[src/rtl/mp_pkg.sv]
package mp_pkg;

  typedef enum logic [2:0] {
    CMP_MASK = 3'd0,
    CMP_EQ   = 3'd1,
    CMP_LT   = 3'd2,
    CMP_LE   = 3'd3,
    CMP_GT   = 3'd4,
    CMP_GE   = 3'd5,
    CMP_NE   = 3'd6,
    CMP_NONE = 3'd7
  } cond_e;

  typedef enum logic [2:0] {
    W_OFF   = 3'd0,
    W_FETCH = 3'd1,
    W_LDA   = 3'd2,
    W_STA   = 3'd3,
    W_LDD   = 3'd4,
    W_STD   = 3'd5,
    W_LSA   = 3'd6,
    W_LSD   = 3'd7
  } watch_e;

  localparam logic [2:0] EV_IDLE  = 3'd0;
  localparam logic [2:0] EV_FETCH = 3'd1;
  localparam logic [2:0] EV_LDA   = 3'd2;
  localparam logic [2:0] EV_STA   = 3'd3;
  localparam logic [2:0] EV_LDD   = 3'd4;
  localparam logic [2:0] EV_STD   = 3'd5;

  // bit 7:5 kind, 4 signed, 3:1 condition, 0 enable
  typedef struct packed {
    watch_e kind;
    logic   sgn;
    cond_e  cond;
    logic   en;
  } mp_ctrl_t;

  localparam int unsigned CTRL_W = $bits(mp_ctrl_t);
  localparam int unsigned KIND_W = 3;

endpackage

[src/rtl/mp_cfg_regs.sv]
module mp_cfg_regs
  import mp_pkg::*;
#(
  parameter int unsigned NUM_MP = 8,
  parameter int unsigned DATA_W = 32,
  localparam int unsigned IDX_W = (NUM_MP > 1) ? $clog2(NUM_MP) : 1
) (
  input  logic                       clk_i,
  input  logic                       rst_ni,
  input  logic                       we_i,
  input  logic                       sel_i,
  input  logic [IDX_W-1:0]           idx_i,
  input  logic [DATA_W-1:0]          data_i,
  output logic [NUM_MP*DATA_W-1:0]   val_flat_o,
  output logic [NUM_MP*CTRL_W-1:0]   ctrl_flat_o
);

  for (genvar i = 0; i < NUM_MP; i++) begin : g_ent
    logic hit;
    assign hit = we_i && (idx_i == IDX_W'(i));

    always_ff @(posedge clk_i or negedge rst_ni) begin
      if (!rst_ni) begin
        val_flat_o[i*DATA_W +: DATA_W]  <= '0;
        ctrl_flat_o[i*CTRL_W +: CTRL_W] <= '0;
      end else if (hit) begin
        if (sel_i) ctrl_flat_o[i*CTRL_W +: CTRL_W] <= data_i[CTRL_W-1:0];
        else       val_flat_o[i*DATA_W +: DATA_W]  <= data_i;
      end
    end
  end

endmodule

[src/rtl/mp_kind_match.sv]
module mp_kind_match
  import mp_pkg::*;
(
  input  watch_e            sel_i,
  input  logic [KIND_W-1:0] ev_kind_i,
  output logic              hit_o
);

  always_comb begin
    unique case (sel_i)
      W_FETCH: hit_o = (ev_kind_i == EV_FETCH);
      W_LDA:   hit_o = (ev_kind_i == EV_LDA);
      W_STA:   hit_o = (ev_kind_i == EV_STA);
      W_LDD:   hit_o = (ev_kind_i == EV_LDD);
      W_STD:   hit_o = (ev_kind_i == EV_STD);
      W_LSA:   hit_o = (ev_kind_i == EV_LDA) || (ev_kind_i == EV_STA);
      W_LSD:   hit_o = (ev_kind_i == EV_LDD) || (ev_kind_i == EV_STD);
      default: hit_o = 1'b0;
    endcase
  end

endmodule

[src/rtl/mp_compare.sv]
module mp_compare
  import mp_pkg::*;
#(
  parameter int unsigned DATA_W = 32
) (
  input  logic [DATA_W-1:0] a_i,
  input  logic [DATA_W-1:0] b_i,
  input  logic              sgn_i,
  input  cond_e             cond_i,
  output logic              res_o
);

  // one extended subtractor-style compare serves both signednesses
  logic signed [DATA_W:0] ax, bx;
  logic eq, lt;

  assign ax = {sgn_i & a_i[DATA_W-1], a_i};
  assign bx = {sgn_i & b_i[DATA_W-1], b_i};
  assign eq = (a_i == b_i);
  assign lt = (ax < bx);

  always_comb begin
    unique case (cond_i)
      CMP_MASK: res_o = |(a_i & b_i);
      CMP_EQ:   res_o = eq;
      CMP_NE:   res_o = !eq;
      CMP_LT:   res_o = lt;
      CMP_LE:   res_o = lt | eq;
      CMP_GT:   res_o = !lt & !eq;
      CMP_GE:   res_o = !lt;
      default:  res_o = 1'b0;
    endcase
  end

endmodule

[src/rtl/mp_array.sv]
module mp_array
  import mp_pkg::*;
#(
  parameter int unsigned NUM_MP = 8,
  parameter int unsigned DATA_W = 32,
  localparam int unsigned IDX_W = (NUM_MP > 1) ? $clog2(NUM_MP) : 1
) (
  input  logic              clk_i,
  input  logic              rst_ni,
  input  logic              cfg_we_i,
  input  logic              cfg_sel_i,
  input  logic [IDX_W-1:0]  cfg_idx_i,
  input  logic [DATA_W-1:0] cfg_data_i,
  input  logic [2:0]        ev_kind_i,
  input  logic [DATA_W-1:0] ev_val_i,
  output logic [NUM_MP-1:0] match_o,
  output logic              any_match_o
);

  logic [NUM_MP*DATA_W-1:0] val_flat;
  logic [NUM_MP*CTRL_W-1:0] ctrl_flat;

  mp_cfg_regs #(.NUM_MP(NUM_MP), .DATA_W(DATA_W)) u_regs (
    .clk_i      (clk_i),
    .rst_ni     (rst_ni),
    .we_i       (cfg_we_i),
    .sel_i      (cfg_sel_i),
    .idx_i      (cfg_idx_i),
    .data_i     (cfg_data_i),
    .val_flat_o (val_flat),
    .ctrl_flat_o(ctrl_flat)
  );

  for (genvar i = 0; i < NUM_MP; i++) begin : g_mp
    mp_ctrl_t ctl;
    logic     kind_hit, cmp_hit;

    assign ctl = mp_ctrl_t'(ctrl_flat[i*CTRL_W +: CTRL_W]);

    mp_kind_match u_kind (
      .sel_i    (ctl.kind),
      .ev_kind_i(ev_kind_i),
      .hit_o    (kind_hit)
    );

    mp_compare #(.DATA_W(DATA_W)) u_cmp (
      .a_i   (ev_val_i),
      .b_i   (val_flat[i*DATA_W +: DATA_W]),
      .sgn_i (ctl.sgn),
      .cond_i(ctl.cond),
      .res_o (cmp_hit)
    );

    assign match_o[i] = ctl.en & kind_hit & cmp_hit;
  end

  assign any_match_o = |match_o;

endmodule

[config.mk]
export PLATFORM = sky130hd
export DESIGN_NAME = mp_array
export DESIGN_NICKNAME = d
export VERILOG_FILES = /design/src/rtl/mp_pkg.sv /design/src/rtl/mp_cfg_regs.sv /design/src/rtl/mp_kind_match.sv /design/src/rtl/mp_compare.sv /design/src/rtl/mp_array.sv
export SDC_FILE = /design/constraint.sdc
export NUM_CORES = 1
export LEC_CHECK = 0
export ABC_AREA = 0
export CORE_MARGIN = 4
export CORE_UTILIZATION = 45
export DETAILED_ROUTE_END_ITERATION = 12
export PLACE_DENSITY_LB_ADDON = 0.1
export SLEW_MARGIN = 20
export SYNTH_ARGS = -nofsm -noshare
export SYNTH_HDL_FRONTEND = slang
export SYNTH_SLANG_ARGS = --single-unit
[constraint.sdc]
create_clock -name clk_i -period 4.6 [get_ports clk_i]
set_input_delay 0.46 -clock clk_i [delete_from_list [all_inputs] [get_ports clk_i]]
set_output_delay 0.46 -clock clk_i [all_outputs]
set_load 0.005 [all_outputs]
# Word-level counts from Yosys, hierarchy flattened
# Cells that the tools add are included.
[word_totals]
ff_bits = 320
input_bits = 74
output_inout_bits = 9
[classes]
n_lt_le_gt_ge = 8
eq_ne = 124
mux = 16
bitwise = 57
n_reduce_logical = 60
[ops]
columns = ["operator", "count"]
rows = [
  ["33-bit < comparator", 8],
  ["32-bit bitwise AND", 8],
  ["32-bit equality test", 8],
  ["32-bit OR reduction", 8],
  ["3-bit equality test, second input constant", 62],
  ["1-bit one-hot mux with 7 select lines", 16],
  ["3-bit by 2-bit equality test with 1-bit output, second input constant", 36],
  ["3-bit by 1-bit equality test with 1-bit output, second input constant", 18],
  ["1-bit bitwise AND", 40],
  ["2-bit AND reduction", 16],
  ["3-bit logical NOT", 9],
  ["1-bit logical NOT", 16],
  ["1-bit logical AND", 8],
  ["1-bit bitwise OR", 8],
  ["8-bit OR reduction", 1],
  ["1-bit logical OR", 2],
  ["1-bit inverter", 1],
]

# Depth between registers and ports, before layout
[logic_depth]
word_depth = 7
mapped_depth = 11

# Modules after synthesis
# Synthesis repeated with hierarchy kept, for this count alone.
[hier_totals]
hier_cells = 2155
hier_area_um2 = 23709.0
[by_module_without_submodules]
columns = ["mod", "instances", "cells_per_inst", "area_per_inst_um2", "seq_area_each_um2"]
rows = [
  ["mp_cfg_regs", 1, 702, 11937.7, 8007.7],
  ["mp_compare at g_mp[0].u_cmp ...", 7, 171, 1388.8, 0.0],
  ["mp_compare at g_mp[1].u_cmp", 1, 173, 1360.1, 0.0],
  ["mp_kind_match", 8, 9, 73.8, 0.0],
  ["mp_array", 1, 11, 98.8, 0.0],
]

# Worst setup path after synthesis
# OpenSTA, ideal clock, no wires.
[synth_timing]
path_kind = "input -> output"
startpoint = "input port ev_val_i[12]"
endpoint = "output port any_match_o"
arrival_ps = 3076
required_time_ps = 4140
slack_ps = 1064
path_stages = 10
path_cell_list = "ha_1 nand4_2 nor4_4 and3_1 nand3_2 a31oi_1 o22ai_1 o311a_1 or4_1 or4b_1"
[synth_between]
elab_chain_len = 6
[synth_rtl]
columns = ["item", "line_no", "text"]
rows = [
  ["start, declared", "mp_array.sv:15", "input logic [DATA_W-1:0] ev_val_i,"],
  ["33-bit < comparator or 32-bit equality test (tied branches)", "mp_compare.sv:20, mp_compare.sv:19", ""],
  ["1-bit logical NOT (on tied branches)", "mp_compare.sv:29, mp_compare.sv:30, mp_compare.sv:26", ""],
  ["1-bit bitwise AND", "mp_compare.sv:29", "CMP_GT: res_o = !lt & !eq;"],
  ["1-bit one-hot mux with 7 select lines (*)", "mp_compare.sv:23", "unique case (cond_i)"],
  ["1-bit bitwise AND (*)", "mp_array.sv:54", "assign match_o[i] = ctl.en & kind_hit & cmp_hit;"],
  ["named net match_o[7]", "mp_array.sv:16", "output logic [NUM_MP-1:0] match_o,"],
  ["8-bit OR reduction (*)", "mp_array.sv:57", "assign any_match_o = |match_o;"],
  ["end, declared", "mp_array.sv:17", "output logic any_match_o"],
]
# The timed path passes the listed nets; every way through them passes the cells marked *.

# Worst setup path after layout
[layout_timing]
startpoint = "input port ev_val_i[28]"
endpoint = "output port any_match_o"
[layout_between]
elab_chain_len = 6
[layout_rtl]
columns = ["item", "line_no"]
rows = [
  ["33-bit < comparator or 32-bit equality test (tied branches)", "mp_compare.sv:20, mp_compare.sv:19"],
  ["1-bit logical NOT (on tied branches)", "mp_compare.sv:29, mp_compare.sv:30, mp_compare.sv:26"],
  ["1-bit bitwise AND", "mp_compare.sv:29"],
  ["1-bit one-hot mux with 7 select lines", "mp_compare.sv:23"],
  ["1-bit bitwise AND", "mp_array.sv:54"],
  ["8-bit OR reduction (*)", "mp_array.sv:57"],
]
# Every way passes the cells marked *; elsewhere a longest branch is shown, timed or not.

==> out/metrics.cfg <==
[setup_path]
worst_path_max_delay_cell = or4_4
crit_buf_inv = 4
cp.arrival_ns = 4.09
critPathLaunchType = input pin
crit_path_start = ev_val_i[28]
cp_cell_sequence = clkdlybuf4s50_1, buf_4, buf_4, ha_2, nor4_4, nand4_1, nor2_1, nor3_1, a31oi_1, o22ai_1, o311a_1, or4_4, or4b_4, buf_6
crit_path_end_kind = output pin
cp_common_cell = buf_4
rr_startpoint = u_regs.val_flat_o[76]$_DFFE_PN0P_
crit_family = simple AND/OR/NAND/NOR gates
worst-setup-path-type = input pin to output pin
worstPathRequired_ns = 4.14
max_stage_delay_ns = 0.57
cp_max_fo = 4

[sta]
rsz0062_at_grt = yes
fin_crit_sh_pct = 98.9
hold_ws_ns = 0.466
finalHoldViolCount = 0
relSlewSlack_pct = 23.5
setup_viol = 0
min_period_ns = 4.55
tightest_slew_ns = 1.15
fin_skew_ns = 0
fmax_ghz = 0.220
tns_ns = 0
maxSlewViolCount = 0

[place]
place_area_sq_um = 26600
place.gp.congestion = 0.906
hpwl_mm = 55.4
port_buffers = 82

[synthesis]
syn_avg_cell_area_sq_um = 9.93
synthArstFlopShare_pct = 100
syn_inst = 2333
synth_area_sq_um = 23200
yosysWarnings = 0
ys.flop_type = dfrtp_1
synth_top_area_cell = dfrtp_1
synth-edff-count = 0
synth_top_cell_area_share_pct = 34.6
synth.area.top_cells = dfrtp_1 (35%), ha_1 (28%), mux2_2 (9.2%), inv_1 (4.3%), o21ai_0 (3.8%)
syn_nets = 2919
yosysSeqAreaShare_pct = 34.6
ys_types = 70
ys_ff_latch = 320

[drt]
num_vias = 18700
firstDrtPassIters = 5
drt_wl_total_mm = 73.4
detail_route.wl_per_cell_um = 21.8
drc = 0
antenna_left = 0
drt_iter0_drc = 1059
viasPerCell = 5.55

[power_and_ir_drop]
total_power_uw = 11300
total_leakage_power_uw = 0.0139
ir_drop_uv = 293
power.density_nw_per_um2 = 391

[final_layout]
layout-drive-gt1-share_pct = 23.0
syn_to_final_growth_pct = 24.4
diodes = 0
final_cell_area_sq_um = 28800
layout.nets = 3254

[global_routing]
antenna_found_initial = 0
grt.total_usage_pct = 26.0
grt_pass1_wl_mm = 112
grt_max_degree = 93
grt_pass1_vias = 19000
grt_overflow_total = 0

[cts]
numClockSinks = 320
clkTransAtPathRegs_ns = 0.06
numCtsBuffers = 41
cts_root_buf = clkbuf_16
worstSkewPairLatency_ns = 0.57
clockBufferDepth = 3
cts_tree = done
htree_levels = 2

[floorplanning]
dieArea_sq_um = 55100
start_util_pct = 45.9
core-area_sq_um = 50500
rows = 82
fp.dieH_um = 235
ioPinCount = 83
die_w_um = 235

[hold_path]
hp-class = input pin to async pin

[run_status]
status = finished clean

[run]
drv_cap = 0

==> Yosys cell counts (all sizes together), types with 8 or more instances <==
| master | n |
|---|---|
| nor2 | 56 |
| xor2 | 10 |
| o211ai | 8 |
| ha | 512 |
| a21o | 12 |
| nor3 | 31 |
| nand2b | 18 |
| nor4 | 74 |
| clkbuf | 43 |
| a211oi | 11 |
| nand2 | 207 |
| a21oi | 119 |
| inv | 267 |
| nor2b | 17 |
| buf | 13 |
| and3 | 9 |
| mux2 | 189 |
| nand4 | 60 |
| dfrtp | 320 |
| nand3 | 56 |
| o21ai | 176 |
| a31oi | 23 |
==> per-stage QoR <==
step	util (%)	worst slack [ns]	instances
after floorplan	-	1.06	2333
after global routing	57.1	-0.0407	3372
final	57.1	0.0498	3372
after CTS	55.9	-0.0368	3360
after global placement	52.8	-0.647	3282
after detailed placement	52.8	-0.582	3282
==> layout by cell type (no fill, tap or decap), types with 21 or more instances in the layout <==
| master | instances |
|---|---|
| nand3_1 | 53 |
| inv_1 | 266 |
| clkbuf_16 | 43 |
| ha_1 | 491 |
| buf_4 | 243 |
| nand2_1 | 204 |
| dfrtp_1 | 320 |
| o21ai_0 | 168 |
| nand4_1 | 58 |
| clkdlybuf4s50_1 | 66 |
| nor4_1 | 56 |
| nor2_1 | 51 |
| a21oi_1 | 118 |
| mux2_2 | 189 |
| nor3_1 | 25 |
| a31oi_1 | 21 |
==> report_power, final <==
part	switching, uW	internal (uW)
logic	2080	1880
clock network	1310	1950
registers	554	3480
total	3950	7320
==> cell families (layout without fill, tap and decap cells) <==
kind of cell | count (synthesis) | after routing | share of synthesized area [%]
buf+inv | 323 | 690 | 5.27
mux | 194 | 194 | 9.41
flops | 320 | 320 | 34.6
compound gates | 420 | 420 | 10.7
xor+xnor | 10 | 10 | 0.378
simple gates | 554 | 554 | 12.0
fa+ha+maj | 512 | 512 | 27.7
==> path summary, 6_finish.rpt <==
| check | end | slack [ns] | cells after the start |
|---|---|---|---|
| setup / recovery | any_match_o | 0.05 | 14 |
| hold / removal | u_regs.val_flat_o[203]$_DFFE_PN0P_ | 0.47 | 2 |
| setup reg to reg | u_regs.val_flat_o[76]$_DFFE_PN0P_ | 3.67 | 2 |
| hold reg to reg | u_regs.ctrl_flat_o[24]$_DFFE_PN0P_ | 0.50 | 1 |
| max in group asynchronous | u_regs.ctrl_flat_o[47]$_DFFE_PN0P_ | 2.92 | 3 |
| min in group clk_i | u_regs.ctrl_flat_o[24]$_DFFE_PN0P_ | 0.50 | 1 |
==> flip-flops by register name (all words and copies together) (netlist names) <==
| name | flops |
|---|---|
| u_regs.val_flat_o | 256 |
| u_regs.ctrl_flat_o | 64 |
==> cell type report <==
class,count,area (sq um)
clock buffer,60,1260
clock inverter,15,108
fill,4391,21700
inverter,267,1000
multi-input combinational,1690,14600
sequential,320,8010
tap,672,841
timing repair buffer,348,3000
==> per-layer routing <==
layer / routed length [um] / up-vias / global-route usage (%)
li1: - / 8877 / -
met1: 31600 / 9271 / 33.9
met2: 36000 / 421 / 44.9
met3: 3250 / 135 / 3.60
met4: 2550 / 0 / 8.41
met5: 0 / - / 0
==> timing repair <==
item                                    CTS  global route
buffers inserted                          2            14
endpoints found under the setup margin    4             3
pin swaps                                13            47
gates resized for setup                  44            86
endpoints found under the hold margin    61             0
hold buffers                              1             0
(Power assumes the default switching activity.)
